File: config.mk
export PLATFORM = sky130hd
export DESIGN_NAME = wiegand_rx
export DESIGN_NICKNAME = d
export VERILOG_FILES = /design/src/rtl/wiegand_rx.sv
export SDC_FILE = /design/constraint.sdc
export NUM_CORES = 1
export LEC_CHECK = 0
export ABC_AREA = 1
export BUFFER_PORTS_ARGS = -buffer_cell sky130_fd_sc_hd__buf_2
export CAP_MARGIN = 5
export CELL_PAD_IN_SITES_DETAIL_PLACEMENT = 0
export CELL_PAD_IN_SITES_GLOBAL_PLACEMENT = 1
export CORE_MARGIN = 4
export CORE_UTILIZATION = 39
export DETAILED_ROUTE_END_ITERATION = 12
export PLACE_DENSITY = 0.85
export SLEW_MARGIN = 10
export SYNTH_ARGS = -nofsm -noshare
export SYNTH_HDL_FRONTEND = slang
export SYNTH_SLANG_ARGS = --single-unit
File: constraint.sdc
create_clock -name clk -period 1.6 [get_ports clk]
set_input_delay 0.32 -clock clk [delete_from_list [all_inputs] [get_ports clk]]
set_output_delay 0.32 -clock clk [all_outputs]
set_load 0.02 [all_outputs]
File: src/rtl/wiegand_rx.sv
module wiegand_rx #(
  parameter int DATA_W   = 24,
  parameter int TICK_DIV = 100000
) (
  input  logic              clk,
  input  logic              rst_n,
  input  logic              zero_n,
  input  logic              one_n,
  input  logic              ack,
  output logic [DATA_W-1:0] data,
  output logic              valid
);
  localparam int CW = $clog2(DATA_W + 2);
  localparam int PW = (TICK_DIV > 1) ? $clog2(TICK_DIV) : 1;
  localparam logic [CW-1:0] DONE = CW'(DATA_W + 1);
  localparam logic [PW-1:0] PMAX = PW'(TICK_DIV - 1);

  logic [2:0]        z_sh, o_sh;
  logic [CW-1:0]     cnt;
  logic [PW-1:0]     presc;
  logic              tick, stale;
  logic              fall_z, fall_o, pulse;

  always_ff @(posedge clk) begin
    if (!rst_n) begin
      z_sh <= '1;
      o_sh <= '1;
    end else begin
      z_sh <= {z_sh[1:0], zero_n};
      o_sh <= {o_sh[1:0], one_n};
    end
  end

  assign fall_z = z_sh[2] & ~z_sh[1];
  assign fall_o = o_sh[2] & ~o_sh[1];
  assign pulse  = (fall_z ^ fall_o) & (cnt != DONE);
  assign valid  = (cnt == DONE);
  assign tick   = (presc == PMAX);

  always_ff @(posedge clk) begin
    if (!rst_n || tick) presc <= '0;
    else                presc <= presc + 1'b1;
  end

  always_ff @(posedge clk) begin
    if (!rst_n || ack) begin
      cnt   <= '0;
      data  <= '0;
      stale <= 1'b0;
    end else if (pulse) begin
      cnt   <= cnt + 1'b1;
      stale <= 1'b0;
      if (cnt != '0) data <= {data[DATA_W-2:0], fall_o};
    end else if (tick && cnt != '0) begin
      if (!stale) stale <= 1'b1;
      else if (cnt != DONE) begin
        cnt  <= '0;
        data <= '0;
      end
    end
  end
endmodule


Word level (Yosys, flattened, before mapping) --
Cells that the tools add are included.
Operators by class: add/subtract/negate cells 2, reduce and logical (&&, ||, !) cells 11, multiplexer cells 9, shift operators 0, $mul 0, divide/modulo/power cells 0, equality and inequality tests 4, bitwise operators 6, order comparisons 0
Operators with widths (count):
- $mux 24 | 5
- $mux 5 | 4
- $add 17x1->17 const B | 1
- $eq 17x17->1 const B | 1
- $reduce_bool 2->1 | 3
- $add 5x1->5 const B | 1
- $eq 5x5->1 const B | 1
- $ne 5x5->1 const B | 1
- $reduce_bool 5->1 | 1
- $reduce_and 4->1 | 1
- $and 1x1->1 | 3
- $reduce_and 3->1 | 1
- $logic_or 1x1->1 | 2
- $ne 2x1->1 const B | 1
- $not 1->1 | 2
- $reduce_or 2->1 | 1
- $logic_and 1x1->1 | 1
- $logic_not 1->1 | 1
- $xor 1x1->1 | 1
Storage, ports and cells: ROM bits 0, bits in latches 0, bits in registers 53, memories 0, bits in writable memories 0

Depth between registers and ports, before layout --
Gate-level depths: netlist of the first run.
depth after elaboration 6, depth in mapped cells 11

Worst setup path after synthesis of the first run --
OpenSTA, ideal clock, no wires.
path kind register to register, start reg cnt[1], end reg data[10], arrival time 1.380 ns, buffers on the path 1, cell stages (with the launch flop) 10, setup slack 0.077 ns, cell sequence dfxtp_1 inv_1 ha_1 nand4_4 inv_2 nor2_1 nand4_4 buf_6 nand3_2 a21oi_2
On the way: longest elaborated chain between the ends 4, elaborated cells between the ends (all ways) 10
Ends and longest elaborated chain:
- start: declaration | line 19 | logic [CW-1:0] cnt;
- start signal: assignment | line 51 | cnt <= cnt + 1'b1;
- $ne 5x5->1 or $reduce_bool 5->1 (tied branches)
- $and 1x1->1 or $logic_and 1x1->1 (tied branches) | line 36, 54
- $ne 2x1->1 (no line) or $reduce_bool 2->1 (tied branches)
- $reduce_and 4->1 (no line)
- end signal: assignment | line 53 | if (cnt != '0) data <= {data[DATA_W-2:0], fall_o};
- end: declaration | line 10 | output logic [DATA_W-1:0] data,
Parallel ways exist; a longest one is shown, timed or not. A chain may end at the register's enable or synchronous reset.

Worst setup path in the final report of the first run --
start reg presc[1], end reg data[23]
On the way: longest elaborated chain between the ends 4
Ends and longest elaborated chain:
- start: declaration | line 20 | logic [PW-1:0] presc;
- start signal: assignment | line 42 | else presc <= presc + 1'b1;
- $eq 17x17->1 | line 38 | assign tick = (presc == PMAX);
- $logic_and 1x1->1 | line 54 | end else if (tick && cnt != '0) begin
- $reduce_bool 2->1 (no line)
- $reduce_and 4->1 (no line)
Every way passes these cells.

==> run_results.csv, run 1 <==
group,metric,value,unit
status,status,"completed",
worst_setup_path,crit_cells,9,
drt,first_pass_iters,4,
die,die-area,7928,um2
cells_and_area,nFillCells,587,
timing,grt_setup_unrepaired,"true",
placement,dp_hpwl,3683,um
worst_setup_path,crit_path_start_kind,"register",
die,die_w,89.04,um
timing,final-max-slew-violation-count,0,
worst_setup_path,worst-path-buf-inv,1,
clock_network,hold_buffers,0,
global_routing,grt-busiest-layer,"met2",
min_path,hp-start,"zero_n",
worst_setup_path,critPathLaunch,"presc[1]",
worst_setup_path,cp_data_arrival_time,1770,ps
pwr,peakVddDrop,0.4243,mV
placement,port_buffers,29,
die,die_y,89.04,um
placement,gp_congestion,0.8401,
clock_network,cts_root_buf,"clkbuf_8",
clock_network,cts_buffer_depth,2,
global_routing,grt_pass1_vias,1808,
global_routing,antenna_found_initial,0,
worst_setup_path,slowest_stage,"dfxtp_2",
logic_synthesis,seq_area_frac_synth,41.43,%
global_routing,met3_usage,2.673,%
global_routing,track_usage,13.09,%
worst_setup_path,worstSetupEndpoint,"data[23]",
timing,relSlewSlack,82.06,%
logic_synthesis,synth_seq_cells,53,
drt,routed_wl,5243,um
logic_synthesis,synth_nets,303,
worst_setup_path,crit_family,"simple AND/OR/NAND/NOR gates",
drt,num_vias,2030,
timing,max_freq,0.6374,GHz
drt,ant_nets,0,
pwr,pwr_density_cell,725.5,nW/um2
die,initial_core_util,40.33,%
die,core,6350,um2
logic_synthesis,netlist_area,2561,um2
cells_and_area,diodes,0,
flow_run,maxCapViolCount,0,
cells_and_area,drive_gt1_share,46.11,%
pwr,leakagePower,0.001206,uW
worst_setup_path,path_class,"register to register",
pwr,totalPowerFinal,2311,uW
global_routing,met1_usage,18.16,%
drt,drc,0,
min_path,holdCritPathClass,"input port to register",
clock_network,cts_tree,"done",
worst_setup_path,cp.required,1800,ps
timing,fin_crit_sh,98.05,%
global_routing,grt_pass1_wl,8259,um
clock_network,numCtsBuffers,5,
logic_synthesis,synthCells,294,
clock_network,clk_latency,310,ps
worst_setup_path,slowest_delay,360,ps
worst_setup_path,reg2reg_from,"presc[1]",
worst_setup_path,reg2reg_setup_slack,30,ps
logic_synthesis,syn_area_per_cell,8.712,um2
cells_and_area,area_delta_synth_final,24.38,%
placement,dp_cells,406,
global_routing,grt_overflow_total,0,
worst_setup_path,cp_max_fo,6,
timing,setup_slack,31.21,ps
worst_setup_path,path_cells,"ha_4, nand2_4, nor2_4, nand3_2, nor2_4, nand4_4, clkbuf_16, nand3_2, a21oi_2",
drt,drt_iter0_markers,118,
clock_network,path_clk_slew,90,ps
logic_synthesis,synth_warnings,0,
timing,hold_viol_final,0,
timing,setup_viol,0,
logic_synthesis,yosysUniqueCellTypes,33,
worst_setup_path,reg2reg_depth,9,
die,num_rows,29,
cells_and_area,layout_commonest_cell,"nand2_1",
placement,dp_slack,19.85,ps
drt,routed_via_density,4.788,
cells_and_area,stdcell_count,424,
global_routing,grt_max_degree,24,
drt,wl_per_cell,12.37,um
cells_and_area,final_cell_mix,"nand2_1 (52), dfxtp_1 (48), buf_2 (28), nand3_2 (24)",
clock_network,htreeDepth,2,
die,io_pins,30,
cells_and_area,num-nets-final,355,
timing,fin_skew,13.75,ps
clock_network,clkSinkCount,53,
global_routing,met2_usage,20.51,%
worst_setup_path,endpoint_kind,"register",
timing,worst_pin_slew,266.9,ps
worst_setup_path,rr_endpoint,"data[23]",
timing,fin_crit,1569,ps
report_power, final:
group          leakage [uW]  switching, uW  internal (uW)
registers          0.000431           10.6           1330
clock network     0.0000542            439            392
logic              0.000721           80.7           55.0
total               0.00121            530           1780
stage by stage:
stage / hold slack (ps) / area (um2) / utilization [%] / TNS, ps
CTS: 188.4 / 3003 / 47.29 / 0
floorplan: 388.7 / 2561 / - / 0
finish: 197.7 / 3186 / 50.17 / 0
global route: 194.0 / 3186 / 50.17 / -1099
detailed placement: 401.9 / 2883 / 45.40 / 0
global placement: 396.7 / 2883 / 45.40 / 0
routing by layer:
metal  wire, um  vias to the layer above
met5          0                        -
met4         64                        0
met3        105                        5
met2       2510                       18
met1       2563                      940
li1           -                     1067
worst min-delay path by stage:
stage	endpoint	slack, ps	cells after the start
2_1_floorplan	o_sh[2]	390	1
3_3_place_gp	z_sh[1]	400	1
3_5_place_dp	z_sh[1]	400	1
4_1_cts	z_sh[0]	190	2
5_1_grt	z_sh[0]	190	2
6_report	z_sh[0]	200	2
final cells by class:
cell class | instances | area (um2) | area share, %
inverter | 33 | 132.6 | 4.163
sequential | 53 | 1067 | 33.50
tap | 77 | 96.34 | 3.024
clock buffer | 7 | 96.34 | 3.024
clock inverter | 1 | 5.005 | 0.1571
multi-input combinational | 199 | 1366 | 42.89
timing repair buffer | 54 | 421.7 | 13.24
registers in the layout, indices dropped and copies added, names as in the netlist:
name   flops
data      24
presc     17
cnt        5
o_sh       3
z_sh       3
stale      1
kinds of logic after synthesis:
group	after synthesis	share of synthesized area (%)
XOR/XNOR	5	1.710
buffers and inverters	42	8.304
AND/OR/NAND/NOR	142	34.10
flip-flops	53	41.43
adder cells (fa/ha/maj)	4	1.954
AO/OA/AOI/OAI	48	12.51
Yosys cell counts:
master / n / area share (%)
a21oi_1: 17 / 3.3
nor3_2: 2 / 0.78
ha_1: 4 / 2.0
inv_1: 20 / 2.9
xor2_1: 5 / 1.7
nor3b_2: 2 / 0.98
o21a_1: 1 / 0.29
nand2_1: 54 / 7.9
nor2_2: 3 / 0.73
nor2_4: 4 / 1.8
nor4_1: 1 / 0.24
clkbuf_1: 1 / 0.15
nand4_4: 3 / 2.5
o21ai_0: 6 / 1.2
inv_2: 10 / 1.5
nand4_2: 1 / 0.49
o21ai_1: 3 / 0.59
nor2_1: 20 / 2.9
nor3_1: 2 / 0.39
nand4_1: 3 / 0.73
buf_4: 1 / 0.29
a211oi_1: 1 / 0.29
or2_2: 6 / 1.5
nand2_2: 6 / 1.5
clkinv_2: 1 / 0.20
buf_1: 1 / 0.15
a21oi_2: 20 / 6.8
nand2_8: 1 / 0.78
buf_6: 6 / 2.6
nand3_2: 22 / 8.6
dfxtp_1: 53 / 41
nand3_1: 12 / 2.3
inv_4: 2 / 0.49
what timing repair did:
action                                  4_1_cts  5_1_grt
setup buffers                                 1        7
endpoints found under the setup margin        1       46
pin swaps                                     1       10
gates cloned                                  0        2
gates resized for setup                       5       23
Power figures use the tool's default switching activity.
==> run 2, diff against run 1 <==
--- a/config.mk
+++ b/config.mk
@@ -7,12 +7,13 @@
 export LEC_CHECK = 0
 export ABC_AREA = 1
-export BUFFER_PORTS_ARGS = -buffer_cell sky130_fd_sc_hd__buf_2
 export CAP_MARGIN = 5
 export CELL_PAD_IN_SITES_DETAIL_PLACEMENT = 0
 export CELL_PAD_IN_SITES_GLOBAL_PLACEMENT = 1
 export CORE_MARGIN = 4
-export CORE_UTILIZATION = 39
+export CORE_UTILIZATION = 43
 export DETAILED_ROUTE_END_ITERATION = 12
-export PLACE_DENSITY = 0.85
+export DONT_BUFFER_PORTS = 1
+export PLACE_DENSITY = 0.86
+export RECOVER_POWER = 25
 export SLEW_MARGIN = 10
 export SYNTH_ARGS = -nofsm -noshare
==> constraint.sdc (replaced) <==
create_clock -name clk -period 1.6 [get_ports clk]
set_input_delay 0.08 -clock clk [delete_from_list [all_inputs] [get_ports clk]]
set_output_delay 0.08 -clock clk [all_outputs]
set_load 0.02 [all_outputs]
==> run 2 against run 1 <==
  * The flow now finishes with violations (setup timing)
  * Worst hold slack worse by 91 ps
  * Maximum frequency fell by 2.6%
  * Sequential share of layout area up 1.7 points
  * Critical path depth did not move
  * Clock skew decreased by 5.6 ps
  * First-iteration DRC count decreased by 34%
  * Register-to-register slack worse by 40 ps
  * Total power is 4.5% higher
  * Largest cell class unchanged
  * Highest routed layer unchanged
==> run_results.csv, run 2 (synthesis results as in run 1) <==
group,metric,value,unit
status,status,"finished, violations left",
status,violations,"setup timing",
pwr,p_sw_share,21.73,%
worst_setup_path,cp.required,1790,ps
cells_and_area,largest_register,"data",
global_routing,antenna_found_initial,0,
placement,dp_cells,366,
min_path,hold_depth,2,
die,io_pins,30,
timing,relSlewSlack,73.48,%
worst_setup_path,cp_data_arrival_time,1800,ps
worst_setup_path,cp_max_fo,11,
clock_network,numCtsBuffers,5,
clock_network,cts_buffer_depth,2,
min_path,whs_endpoint,"z_sh[0]",
worst_setup_path,rr_endpoint,"data[12]",
clock_network,htreeDepth,2,
placement,gp_congestion,0.8555,
clock_network,clkSinkCount,53,
global_routing,grt_pass1_wl,8073,um
pwr,p_sw,524.8,uW
cells_and_area,fin_util,53.67,%
clock_network,cts_tree,"done",
pwr,leakagePower,0.001010,uW
cells_and_area,drive_gt1_share,36.77,%
worst_setup_path,critPathLaunch,"presc[0]",
cells_and_area,reg.largest.list,"data (24), presc (17), cnt (5)",
clock_network,path_clk_slew,90,ps
pwr,pwr_density_cell,797.7,nW/um2
placement,dp_hpwl,3363,um
cells_and_area,diodes,0,
worst_setup_path,reg2reg_from,"presc[0]",
timing,fin_crit,1611,ps
global_routing,grt_max_degree,24,
timing,grt_setup_unrepaired,"true",
min_path,hp-start,"rst_n",
placement,port_buffers,0,
drt,routed_via_density,4.987,
global_routing,grt_overflow_total,0,
die,num_rows,27,
timing,final-max-slew-violation-count,0,
timing,fin_skew,8.145,ps
die,initial_core_util,45.40,%
clock_network,clk_latency,310,ps
die,die_w,85.18,um
worst_setup_path,endpoint_kind,"register",
drt,wl_per_cell,13.07,um
cells_and_area,nFillCells,504,
timing,hold_viol_final,0,
drt,num_vias,1905,
cells_and_area,multi_input_area,1385,um2
die,core,5642,um2
worst_setup_path,path_class,"register to register",
timing,worst_pin_slew,397.2,ps
cells_and_area,largest_reg_flops,24,
timing,setup_slack,-10.85,ps
drt,routed_wl,4993,um
cells_and_area,seq_area,1065,um2
cells_and_area,final_cell_mix,"nand2_1 (53), dfxtp_1 (50), inv_1 (22), nand3_2 (21), a21oi_2 (21)",
cells_and_area,area_delta_synth_final,18.22,%
pwr,seqPwrFrac,55.6,%
timing,setup_viol,3,
worst_setup_path,crit_path_start_kind,"register",
placement,dp_slack,11.74,ps
pwr,p_comb_share,5.3,%
timing,max_freq,0.6208,GHz
drt,first_pass_iters,4,
worst_setup_path,reg2reg_depth,9,
die,die-area,7255,um2
min_path,holdCritPathClass,"input port to register",
drt,drc,0,
pwr,p_int,1891,uW
flow_run,maxCapViolCount,0,
cells_and_area,layout_commonest_cell,"nand2_1",
pwr,p_clk_share,39.1,%
timing,fin_crit_sh,100.7,%
die,die_y,85.18,um
pwr,totalPowerFinal,2415,uW
global_routing,track_usage,13.41,%
pwr,peakVddDrop,0.4162,mV
cells_and_area,num-nets-final,318,
drt,ant_nets,0,
worst_setup_path,reg2reg_setup_slack,-10,ps
cells_and_area,stdcell_count,382,
global_routing,grt_pass1_vias,1799,
clock_network,cts_root_buf,"clkbuf_8",
drt,drt_iter0_markers,78,
-- run 2: cell types whose count changed in the layout (fill, tap and decap cells not counted), sizes merged --
cell / previous run / this run
buf: 53 / 10
dlygate4sd3: 0 / 4
bufinv: 0 / 1
clkbuf: 8 / 9
clkinvlp: 0 / 1
inv: 32 / 31
-- run 2: through the flow --
step	instance area, um2	hold WS, ps	TNS (ps)
after floorplan	2561	148.7	0
after global placement	2661	151.2	0
after detailed placement	2661	153.4	0
after CTS	2821	105.8	0
after global routing	3028	139.9	-1799
final	3028	107.1	-20.86
-- run 2: area by class of cell --
type / instances / share of cell area [%]
multi-input combinational: 199 / 45.74
sequential: 53 / 35.17
timing repair buffer: 17 / 7.355
inverter: 33 / 4.793
tap: 72 / 2.975
clock buffer: 6 / 2.727
clock inverter: 2 / 1.240
-- run 2: power by group through the flow --
stage	Clock (uW)	Sequential [uW]	Combinational [uW]
CTS	974	1340	116
finish	944	1340	128
global placement	0	1370	106
global route	1020	1350	144
detailed placement	0	1370	107
floorplan	0	1370	83.3
-- run 2: per-layer routing --
layer	routed length [um]	GRT usage, %	up-vias
met3	175	3.010	6
li1	-	-	992
met5	0	0	-
met2	2345	22.03	27
met1	2391	17.19	880
met4	80	4.892	0
-- run 2: critical path, stage by stage (launching register included) --
cell,delay [ps]
dfxtp_2,360
ha_4,150
nand2_4,50
nor2_4,150
nand3_2,100
nor2_4,190
nand4_4,150
clkbuf_16,220
nand3_2,70
a21oi_2,50
-- run 2: worst max-delay path by stage --
stage | end | slack [ps] | cells past startpoint
floorplan | data[10] | 80 | 9
global placement | data[1] | 50 | 9
detailed placement | data[1] | 10 | 9
CTS | data[1] | 2 | 9
global route | data[12] | -100 | 9
finish | data[12] | -10 | 9
-- run 2: what timing repair did --
item                       CTS  global route
hold buffers                 4             0
hold endpoints to repair     6             0
setup endpoints to repair    0            40
setup buffers                0             1
gates resized for setup      0            27
